File: src/rtl/btb_pkg.sv
package btb_pkg;

  typedef logic [1:0] ctr_t;

  localparam ctr_t CTR_SNT = 2'b00;
  localparam ctr_t CTR_WNT = 2'b01;
  localparam ctr_t CTR_WT  = 2'b10;
  localparam ctr_t CTR_ST  = 2'b11;

  // one saturating step toward taken (up=1) or not taken (up=0)
  function automatic ctr_t ctr_step(input ctr_t c, input logic up);
    if (up) begin
      return (c == CTR_ST) ? c : ctr_t'(c + 2'd1);
    end
    return (c == CTR_SNT) ? c : ctr_t'(c - 2'd1);
  endfunction

  // starting state of a freshly allocated slot
  function automatic ctr_t ctr_seed(input logic up);
    return up ? CTR_WT : CTR_WNT;
  endfunction

  function automatic logic ctr_says_taken(input ctr_t c);
    return c[1];
  endfunction

endpackage

File: src/rtl/btb_store.sv
module btb_store
  import btb_pkg::*;
#(
  parameter int IDX_W = 4,
  parameter int TAG_W = 26,
  parameter int TGT_W = 32
) (
  input  logic             clk,
  input  logic             rst,
  // registered lookup port
  input  logic             rd_en,
  input  logic [IDX_W-1:0] rd_idx,
  input  logic [TAG_W-1:0] rd_tag,
  output logic             rd_hit_q,
  output ctr_t             rd_ctr_q,
  output logic [TGT_W-1:0] rd_tgt_q,
  // asynchronous peek used by the resolve side
  input  logic [IDX_W-1:0] pk_idx,
  output logic             pk_vld,
  output logic [TAG_W-1:0] pk_tag,
  output ctr_t             pk_ctr,
  // write port
  input  logic             we,
  input  logic [IDX_W-1:0] wr_idx,
  input  logic [TAG_W-1:0] wr_tag,
  input  ctr_t             wr_ctr,
  input  logic             wr_tgt_en,
  input  logic [TGT_W-1:0] wr_tgt
);

  localparam int DEPTH = 1 << IDX_W;

  logic [DEPTH-1:0] vld_q;
  logic [TAG_W-1:0] tag_q   [DEPTH];
  ctr_t             cnt_q   [DEPTH];
  logic [TGT_W-1:0] tgt_mem [DEPTH];

  // valid bits need reset; lookup hit/ctr registered from old contents
  always_ff @(posedge clk) begin
    if (rst) begin
      vld_q    <= '0;
      rd_hit_q <= 1'b0;
      rd_ctr_q <= CTR_SNT;
    end else begin
      if (we) begin
        vld_q[wr_idx] <= 1'b1;
      end
      if (rd_en) begin
        rd_hit_q <= vld_q[rd_idx] && (tag_q[rd_idx] == rd_tag);
        rd_ctr_q <= cnt_q[rd_idx];
      end
    end
  end

  // tag and counter arrays: small, no reset, distributed-RAM friendly
  always_ff @(posedge clk) begin
    if (we) begin
      tag_q[wr_idx] <= wr_tag;
      cnt_q[wr_idx] <= wr_ctr;
    end
  end

  // target array: synchronous read-before-write, block-RAM style
  always_ff @(posedge clk) begin
    if (we && wr_tgt_en) begin
      tgt_mem[wr_idx] <= wr_tgt;
    end
    if (rd_en) begin
      rd_tgt_q <= tgt_mem[rd_idx];
    end
  end

  assign pk_vld = vld_q[pk_idx];
  assign pk_tag = tag_q[pk_idx];
  assign pk_ctr = cnt_q[pk_idx];


  write_lands_chk: assert property (@(posedge clk) disable iff (rst)
    we |=> (vld_q[$past(wr_idx)] && (cnt_q[$past(wr_idx)] == $past(wr_ctr))
            && (tag_q[$past(wr_idx)] == $past(wr_tag))));

endmodule

File: src/rtl/btb_resolve.sv
module btb_resolve
  import btb_pkg::*;
#(
  parameter int PC_W  = 32,
  parameter int IDX_W = 4,
  parameter int TAG_W = PC_W - IDX_W - 2
) (
  input  logic             clk,
  input  logic             rst,
  input  logic             upd_valid,
  input  logic [PC_W-1:0]  upd_pc,
  input  logic             upd_taken,
  input  logic [PC_W-1:0]  upd_target,
  input  logic             upd_pred_taken,
  input  logic [PC_W-1:0]  upd_pred_target,
  // current slot contents
  input  logic             ent_vld,
  input  logic [TAG_W-1:0] ent_tag,
  input  ctr_t             ent_ctr,
  // table write
  output logic             we,
  output logic [IDX_W-1:0] wr_idx,
  output logic [TAG_W-1:0] wr_tag,
  output ctr_t             wr_ctr,
  output logic             wr_tgt_en,
  output logic [PC_W-1:0]  wr_tgt,
  // redirect
  output logic             flush_q,
  output logic [PC_W-1:0]  flush_pc_q
);

  logic            ent_hit;
  logic            dir_wrong;
  logic            tgt_wrong;
  logic            flush_d;
  logic [PC_W-1:0] fix_pc;

  assign wr_idx  = upd_pc[IDX_W+1:2];
  assign wr_tag  = upd_pc[PC_W-1:IDX_W+2];
  assign ent_hit = ent_vld && (ent_tag == wr_tag);

  always_comb begin
    we        = upd_valid;
    wr_ctr    = ent_hit ? ctr_step(ent_ctr, upd_taken) : ctr_seed(upd_taken);
    // keep an existing target on not-taken; fresh slots always record one
    wr_tgt_en = upd_taken || !ent_hit;
    wr_tgt    = upd_target;
  end

  always_comb begin
    dir_wrong = upd_pred_taken != upd_taken;
    tgt_wrong = upd_pred_taken && upd_taken && (upd_pred_target != upd_target);
    flush_d   = upd_valid && (dir_wrong || tgt_wrong);
    fix_pc    = upd_taken ? upd_target : upd_pc + PC_W'(4);
  end

  always_ff @(posedge clk) begin
    if (rst) begin
      flush_q    <= 1'b0;
      flush_pc_q <= '0;
    end else begin
      flush_q    <= flush_d;
      flush_pc_q <= fix_pc;
    end
  end


  ctr_step_chk: assert property (@(posedge clk) disable iff (rst)
    (we && ent_hit) |-> ((wr_ctr == ent_ctr) || (wr_ctr == ctr_t'(ent_ctr + 2'd1))
                         || (wr_ctr == ctr_t'(ent_ctr - 2'd1))));


  nt_flush_chk: assert property (@(posedge clk) disable iff (rst)
    (upd_valid && upd_pred_taken && !upd_taken)
      |=> (flush_q && (flush_pc_q == $past(upd_pc) + PC_W'(4))));


  no_false_flush_chk: assert property (@(posedge clk) disable iff (rst)
    (upd_valid && (upd_pred_taken == upd_taken)
     && (!upd_taken || (upd_pred_target == upd_target))) |=> !flush_q);

endmodule

File: src/rtl/btb_predictor.sv
module btb_predictor
  import btb_pkg::*;
#(
  parameter int PC_W  = 32,
  parameter int IDX_W = 4
) (
  input  logic            clk,
  input  logic            rst,
  input  logic            lk_valid,
  input  logic [PC_W-1:0] lk_pc,
  output logic            pred_valid,
  output logic            pred_hit,
  output logic            pred_taken,
  output logic [PC_W-1:0] pred_pc,
  input  logic            upd_valid,
  input  logic [PC_W-1:0] upd_pc,
  input  logic            upd_taken,
  input  logic [PC_W-1:0] upd_target,
  input  logic            upd_pred_taken,
  input  logic [PC_W-1:0] upd_pred_target,
  output logic            flush,
  output logic [PC_W-1:0] flush_pc
);

  localparam int TAG_W = PC_W - IDX_W - 2;

  logic             pv_q;
  logic [PC_W-1:0]  seq_q;
  logic             rd_hit_q;
  ctr_t             rd_ctr_q;
  logic [PC_W-1:0]  rd_tgt_q;
  logic [IDX_W-1:0] up_idx;
  logic             pk_vld;
  logic [TAG_W-1:0] pk_tag;
  ctr_t             pk_ctr;
  logic             we;
  logic [TAG_W-1:0] wr_tag;
  ctr_t             wr_ctr;
  logic             wr_tgt_en;
  logic [PC_W-1:0]  wr_tgt;

  always_ff @(posedge clk) begin
    if (rst) begin
      pv_q  <= 1'b0;
      seq_q <= '0;
    end else begin
      pv_q  <= lk_valid;
      if (lk_valid) begin
        seq_q <= lk_pc + PC_W'(4);
      end
    end
  end

  btb_store #(
    .IDX_W(IDX_W),
    .TAG_W(TAG_W),
    .TGT_W(PC_W)
  ) store_i (
    .clk       (clk),
    .rst       (rst),
    .rd_en     (lk_valid),
    .rd_idx    (lk_pc[IDX_W+1:2]),
    .rd_tag    (lk_pc[PC_W-1:IDX_W+2]),
    .rd_hit_q  (rd_hit_q),
    .rd_ctr_q  (rd_ctr_q),
    .rd_tgt_q  (rd_tgt_q),
    .pk_idx    (up_idx),
    .pk_vld    (pk_vld),
    .pk_tag    (pk_tag),
    .pk_ctr    (pk_ctr),
    .we        (we),
    .wr_idx    (up_idx),
    .wr_tag    (wr_tag),
    .wr_ctr    (wr_ctr),
    .wr_tgt_en (wr_tgt_en),
    .wr_tgt    (wr_tgt)
  );

  btb_resolve #(
    .PC_W (PC_W),
    .IDX_W(IDX_W),
    .TAG_W(TAG_W)
  ) resolve_i (
    .clk             (clk),
    .rst             (rst),
    .upd_valid       (upd_valid),
    .upd_pc          (upd_pc),
    .upd_taken       (upd_taken),
    .upd_target      (upd_target),
    .upd_pred_taken  (upd_pred_taken),
    .upd_pred_target (upd_pred_target),
    .ent_vld         (pk_vld),
    .ent_tag         (pk_tag),
    .ent_ctr         (pk_ctr),
    .we              (we),
    .wr_idx          (up_idx),
    .wr_tag          (wr_tag),
    .wr_ctr          (wr_ctr),
    .wr_tgt_en       (wr_tgt_en),
    .wr_tgt          (wr_tgt),
    .flush_q         (flush),
    .flush_pc_q      (flush_pc)
  );

  assign pred_valid = pv_q;
  assign pred_hit   = pv_q && rd_hit_q;
  assign pred_taken = pred_hit && ctr_says_taken(rd_ctr_q);
  assign pred_pc    = pred_taken ? rd_tgt_q : seq_q;


  rst_quiet_chk: assert property (@(posedge clk)
    rst |=> (!pred_valid && !flush));


  pred_valid_chk: assert property (@(posedge clk) disable iff (rst)
    lk_valid |=> pred_valid);


  miss_seq_chk: assert property (@(posedge clk) disable iff (rst)
    (pred_valid && !pred_taken) |-> (pred_pc == $past(lk_pc) + PC_W'(4)));


  miss_no_taken_chk: assert property (@(posedge clk) disable iff (rst)
    (pred_valid && !pred_hit) |-> !pred_taken);


  flush_src_chk: assert property (@(posedge clk) disable iff (rst)
    flush |-> $past(upd_valid));

endmodule

File: config.mk
export PLATFORM = sky130hd
export DESIGN_NAME = btb_predictor
export DESIGN_NICKNAME = d
export VERILOG_FILES = /design/src/rtl/btb_pkg.sv /design/src/rtl/btb_store.sv /design/src/rtl/btb_resolve.sv /design/src/rtl/btb_predictor.sv
export SDC_FILE = /design/constraint.sdc
export NUM_CORES = 1
export LEC_CHECK = 0
export ABC_CLOCK_PERIOD_IN_PS = 5200
export BUFFER_PORTS_ARGS = -buffer_cell sky130_fd_sc_hd__buf_2
export CAP_MARGIN = 20
export CORE_MARGIN = 2
export CORE_UTILIZATION = 45
export CTS_CLUSTER_SIZE = 24
export DETAILED_ROUTE_END_ITERATION = 8
export PLACE_DENSITY_LB_ADDON = 0.08
export SETUP_SLACK_MARGIN = 0.4
export SLEW_MARGIN = 20
export SYNTH_ARGS = -nofsm -noshare
export SYNTH_HDL_FRONTEND = slang
export SYNTH_SLANG_ARGS = --single-unit
File: constraint.sdc
create_clock -name clk -period 5.2 [get_ports clk]
set_input_delay 0.52 -clock clk [delete_from_list [all_inputs] [get_ports clk]]
set_output_delay 0.52 -clock clk [all_outputs]
set_load 0.005 [all_outputs]
Word level (Yosys, flattened, before mapping)
Memories as Yosys holds them, arrays and structs flattened. A register that Yosys moved wholly into a read port is not among the register bits.
Index checks and enable logic that the tools add are counted.
{"block": "totals", "regBits": 83, "ramBits": 960, "input_bits": 134, "out_inout_bits": 68, "elab_cells": 54, "n_memories": 3}
{"name": "store_i.tgt_mem", "depth": 16, "width": 32, "rd": 1, "rd_ports_with_merged_regs": 1, "write_ports": 1, "line_no": "btb_store.sv:36", "source": "logic [TGT_W-1:0] tgt_mem [DEPTH];"}
{"name": "store_i.tag_q", "depth": 16, "width": 26, "rd": 2, "rd_ports_with_merged_regs": 0, "write_ports": 1, "line_no": "btb_store.sv:34", "source": "logic [TAG_W-1:0] tag_q [DEPTH];"}
{"name": "store_i.cnt_q", "depth": 16, "width": 2, "rd": 2, "rd_ports_with_merged_regs": 1, "write_ports": 1, "line_no": "btb_store.sv:35", "source": "ctr_t cnt_q [DEPTH];"}
{"block": "classes", "n_addsub": 4, "n_lt_le_gt_ge": 3, "n_eq_ne": 5, "muxes": 19, "n_bitwise": 1, "n_reduce_logical": 13}
{"op": "$add A32 B3 Y32 const B", "n": 2}
{"op": "$mux W32", "n": 2}
{"op": "$eq A26 B26 Y1", "n": 2}
{"op": "$ne A32 B32 Y1", "n": 1}
{"op": "$or A16 B16 Y16", "n": 1}
{"op": "$mux W2", "n": 6}
{"op": "$lt A4 B5 Y1 const B", "n": 2}
{"op": "$logic_and A1 B1 Y1", "n": 9}
{"op": "$bmux W1 S4", "n": 2}
{"op": "$mux W1", "n": 8}
{"op": "$demux W1 S4", "n": 1}
{"op": "$ge A4 B1 Y1 const B", "n": 1}
{"op": "$add A2 B1 Y2 const B", "n": 1}
{"op": "$eq A2 B2 Y1 const B", "n": 1}
{"op": "$logic_not A2 Y1", "n": 1}
{"op": "$logic_or A1 B1 Y1", "n": 2}
{"op": "$sub A2 B1 Y2 const B", "n": 1}
{"op": "$logic_not A1 Y1", "n": 1}
{"op": "$ne A1 B1 Y1", "n": 1}

Depth between registers and ports, before layout
{"block": "depth", "ltp_word": 8, "ltp_mapped": 14, "mapped_depth_nobuf": 8}

Cells and area by module
From an unflattened synthesis, not the netlist that was laid out.
{"block": "unflattened", "cells_unflattened": 2457, "hier_area_um2": 47344.2}
{"mod": "btb_store", "instances": 1, "cells_each": 1849, "area_per_inst_um2": 42273.0, "seq_area_each_um2": 30168.9}
{"mod": "btb_resolve", "instances": 1, "cells_each": 360, "area_per_inst_um2": 2932.8, "seq_area_each_um2": 660.6}
{"mod": "btb_predictor", "instances": 1, "cells_each": 248, "area_per_inst_um2": 2138.3, "seq_area_each_um2": 660.6}

Least setup slack after synthesis
No wires, ideal clock.
{"block": "synth_timing", "path_type": "input to register", "from": "input port upd_pc[4]", "to": "memory store_i.tgt_mem[14][0] (enable)", "arrival_ns": 4.454, "setup_slack_ns": 0.321, "path_stages": 8, "path_cell_list": "buf_2 clkbuf_1 clkbuf_1 buf_1 buf_1 and3_1 and2_1 nor2b_1"}
{"block": "synth_via", "elab_chain_len": 8, "elab_cells_between_ends": 10, "classes_between": "1 x eq/ne; 4 x mux; 4 x reduce/logical; 1 x memory"}
{"element": "start: declaration", "line_no": "btb_predictor.sv:16", "source": "input logic [PC_W-1:0] upd_pc,"}
{"element": "$mem_v2 Z16 W26 or $bmux W1 S4 (tied branches)"}
{"element": "$eq A26 B26 Y1 or $mux W1 (tied branches)", "line_no": "btb_resolve.sv:40, btb_store.sv:73"}
{"element": "$logic_and A1 B1 Y1", "line_no": "btb_resolve.sv:40", "source": "assign ent_hit = ent_vld && (ent_tag == wr_tag);"}
{"element": "$logic_not A1 Y1", "line_no": "btb_resolve.sv:46", "source": "wr_tgt_en = upd_taken || !ent_hit;"}
{"element": "$logic_or A1 B1 Y1", "line_no": "btb_resolve.sv:46"}
{"element": "$logic_and A1 B1 Y1", "line_no": "btb_store.sv:65", "source": "if (we && wr_tgt_en) begin"}
{"element": "$mux W1", "line_no": "btb_store.sv:65"}
{"element": "$mux W1 (implied by the code)", "line_no": "btb_store.sv:66", "source": "tgt_mem[wr_idx] <= wr_tgt;"}
{"element": "end: declaration", "line_no": "btb_store.sv:36"}
Several ways; a longest one is shown, not always the timed one. The select of a mux whose other input is x is not followed.

Worst setup path in the final report
{"block": "layout_timing", "from": "input port upd_pc[5]", "to": "memory store_i.tgt_mem[15][21] (enable)"}
The elaborated chain is that of the path after synthesis.

==> impl_metrics.ini <==
[run_status]
status = complete, no violations

[clock_tree]
postCtsSetupBuffers = 0
cts_hold_buffers = 0
clk_latency_ps = 720
cts_buffer_depth = 3
cts_resized = 0
htree_levels = 3
cts_tree = built
path_clk_slew_ps = 60
clock_sinks = 1076
ctsRootBufferMaster = clkbuf_16
numCtsBuffers = 116

[synthesis]
synthTopCellsByCount = edfxtp_1 (992), mux4_2 (376), nor2_1 (131)
synth.distinct_cells = 66
synth_area_per_cell_um2 = 19.14
yosysSeqAreaShare_pct = 67.78
syn_nets = 2566
yosysMostFrequentCell = edfxtp_1
yosysTopAreaCellShare_pct = 64.15
synth_top_area_cell = edfxtp_1
ys_warn_count = 0
synthCells = 2426
ys_top_cells_by_area = edfxtp_1 (64%), mux4_2 (18%), dfxtp_1 (3.6%)
synth-seq-cells = 1076
synth_edf_count = 992
yosys_most_used_dff = edfxtp_1
synthArstFlopShare_pct = 0
netlist_area_um2 = 46430

[floorplan]
die_h_um = 325.2
fp-row-count = 117
core-area_um2 = 102000
die_w_um = 325.2
start_util_pct = 45.51
die-area_um2 = 105800
io_pins = 202

[worst_hold_path]
worstHoldPathType = in -> reg
hold_start = upd_pc[1]

[power_and_ir_drop]
power.density_nw_per_um2 = 370.5
total_leakage_power_nw = 17.72
peakVddDrop_mv = 0.2875

[sta]
fin_hold_ws_ps = 47.19
finalCritPeriodShare_pct = 75.29
layout_min_cycle_time_ps = 3915
tns_ps = 0
setup_viol = 0
hold_viol = 0
fmax_mhz = 255.4
slew_violations = 0
slew_headroom_pct = 32.75
clock_skew_ps = 33.02
rsz0062_at_grt = no
worst_pin_slew_ps = 1007

[global_route]
use_met3_pct = 5.275
grt_pass1_vias = 26060
grt_overflow_total = 0
antenna_found_initial = 14
grt_use_met1_pct = 39.48
track_usage_pct = 26.95
grt_max_degree = 87
grtUsageMet2_pct = 41.88
grt_pass1_wl_um = 200900
grt_busiest_layer = met2

[detailed_routing]
wl_um = 142100
drt-initial-drc-count = 3154
drc = 0
avgRoutedWirePerCell_um = 34.21
via_per_inst = 6.233
vias = 25900
dr.pass1.iters = 5
postRouteAntennaNets = 0

[critical_path]
critPathSlowestCell = and4_4
worstPathCellList = buf_4, buf_4, mux4_2, o22ai_1, a21oi_1, xnor2_1, o2111a_1, and4_1, and4_4, nor2b_4, buf_12
critPathBufInv = 3
critPathLaunchType = input pin
crit_path_max_fanout = 38
crit_arrival_ps = 4360
critPathTopFamily = buffers and inverters
startpoint = upd_pc[5]
crit_top_cell = buf_4
criticalPathCategory = in -> reg
cpPeakStageDelay_ps = 600
end_kind = flip-flop
r2r_start = store_i.tag_q[10][17]
critPathRequiredTime_ps = 5650

[final_layout]
fin_nets = 2820
fillers = 8112
area_growth_pct = 15.27
drive_gt1_share_pct = 32.96
utilization_pct = 52.46

[place]
hpwl_um = 91250
port_buffers = 201
gp_routability_congestion = 0.8401

[job]
drv_cap = 0
-- tightest hold or removal path, delay by kind of cell --
kind | cells | cell delay, ps
multiplexers | 1 | 50
buffers and inverters | 1 | 80
AND/OR/NAND/NOR | 1 | 70
-- stage by stage --
step                worst slack (ps)  cell area [µm²]  instances  power [W]
finish                          1285            53530       4155    0.01983
global route                    1166            53520       4152    0.02041
CTS                             1376            53510       4150    0.01997
detailed placement             636.6            49590       3930    0.01156
global placement               697.1            49590       3930    0.01154
floorplan                      321.8            46440       2426    0.01080
-- routing by layer --
| metal | part of all wire, % | vias to the layer above |
|---|---|---|
| li1 | - | 10560 |
| met1 | 43 | 13900 |
| met2 | 47 | 1258 |
| met3 | 8.6 | 180 |
| met4 | 2.0 | 8 |
| met5 | 0.036 | - |
-- cells in the final DEF, fill, tap and decap left out, types with 5 or more instances in the layout --
master	instances
a21oi_1	41
mux2_2	33
bufinv_16	15
mux2i_1	119
nor2b_4	16
clkbuf_8	5
nand4_1	24
buf_4	68
nand3_1	31
nor2_1	131
ha_1	6
clkinv_2	32
mux4_2	376
o22ai_1	6
a211oi_1	31
xor2_1	65
nor4_1	9
dfxtp_1	84
clkinv_1	20
a22o_1	11
or3_1	7
buf_12	24
xnor2_1	74
edfxtp_1	992
inv_1	12
diode_2	5
nor2b_1	9
a221oi_1	7
nand2_1	45
clkinvlp_4	5
clkbuf_1	20
and4_1	8
a22oi_1	29
clkbuf_16	118
o21ai_0	13
and2_2	15
buf_2	192
nor3_1	7
and3_1	17
-- final cells by class --
cell class | count | area (µm²) | share of cell area, %
clock buffers | 143 | 3097 | 5.786
clock inverters | 77 | 830.8 | 1.552
repair buffers | 288 | 2004 | 3.745
diodes | 5 | 12.51 | 0.02338
flip-flops and latches | 1076 | 31470 | 58.80
multi-input cells | 1185 | 14350 | 26.81
inverters | 13 | 48.80 | 0.09117
well taps | 1368 | 1712 | 3.198
-- logic make-up (layout without fill, tap and decap cells) --
logic type,after synthesis,after routing,synth area share (%)
xor+xnor,139,139,2.622
mux,528,528,21.60
other cells,0,5,0
compound gates,166,166,2.482
simple gates,346,346,3.727
buf+inv,165,521,1.630
fa+ha+maj,6,6,0.1617
flops,1076,1076,67.78
-- path summary, 6_finish.rpt --
path / to / depth (start not counted) / slack (ps)
worst max-delay path: store_i.tgt_mem[15][21] / 11 / 1290
worst min-delay path: resolve_i.flush_pc_q[1] / 3 / 50
worst max register to register: store_i.tgt_mem[15][21] / 9 / 1350
worst min register to register: store_i.rd_hit_q / 2 / 490
-- registers in the layout (all words and copies together), names as in the netlist --
register	cells
pred_valid	1
resolve_i.flush_pc_q	32
resolve_i.flush_q	1
seq_q	32
store_i.cnt_q	32
store_i.rd_ctr_q	1
store_i.rd_hit_q	1
store_i.rd_tgt_q	32
store_i.tag_q	416
store_i.tgt_mem	512
store_i.vld_q	16
-- power breakdown --
part	internal (W)	switching [W]	leakage [nW]
clock network	0.00498	0.00347	1.93
logic	0.000641	0.000983	6.11
registers	0.00968	0.0000772	9.68
total	0.0153	0.00453	17.7
Power figures use the tool's default switching activity.
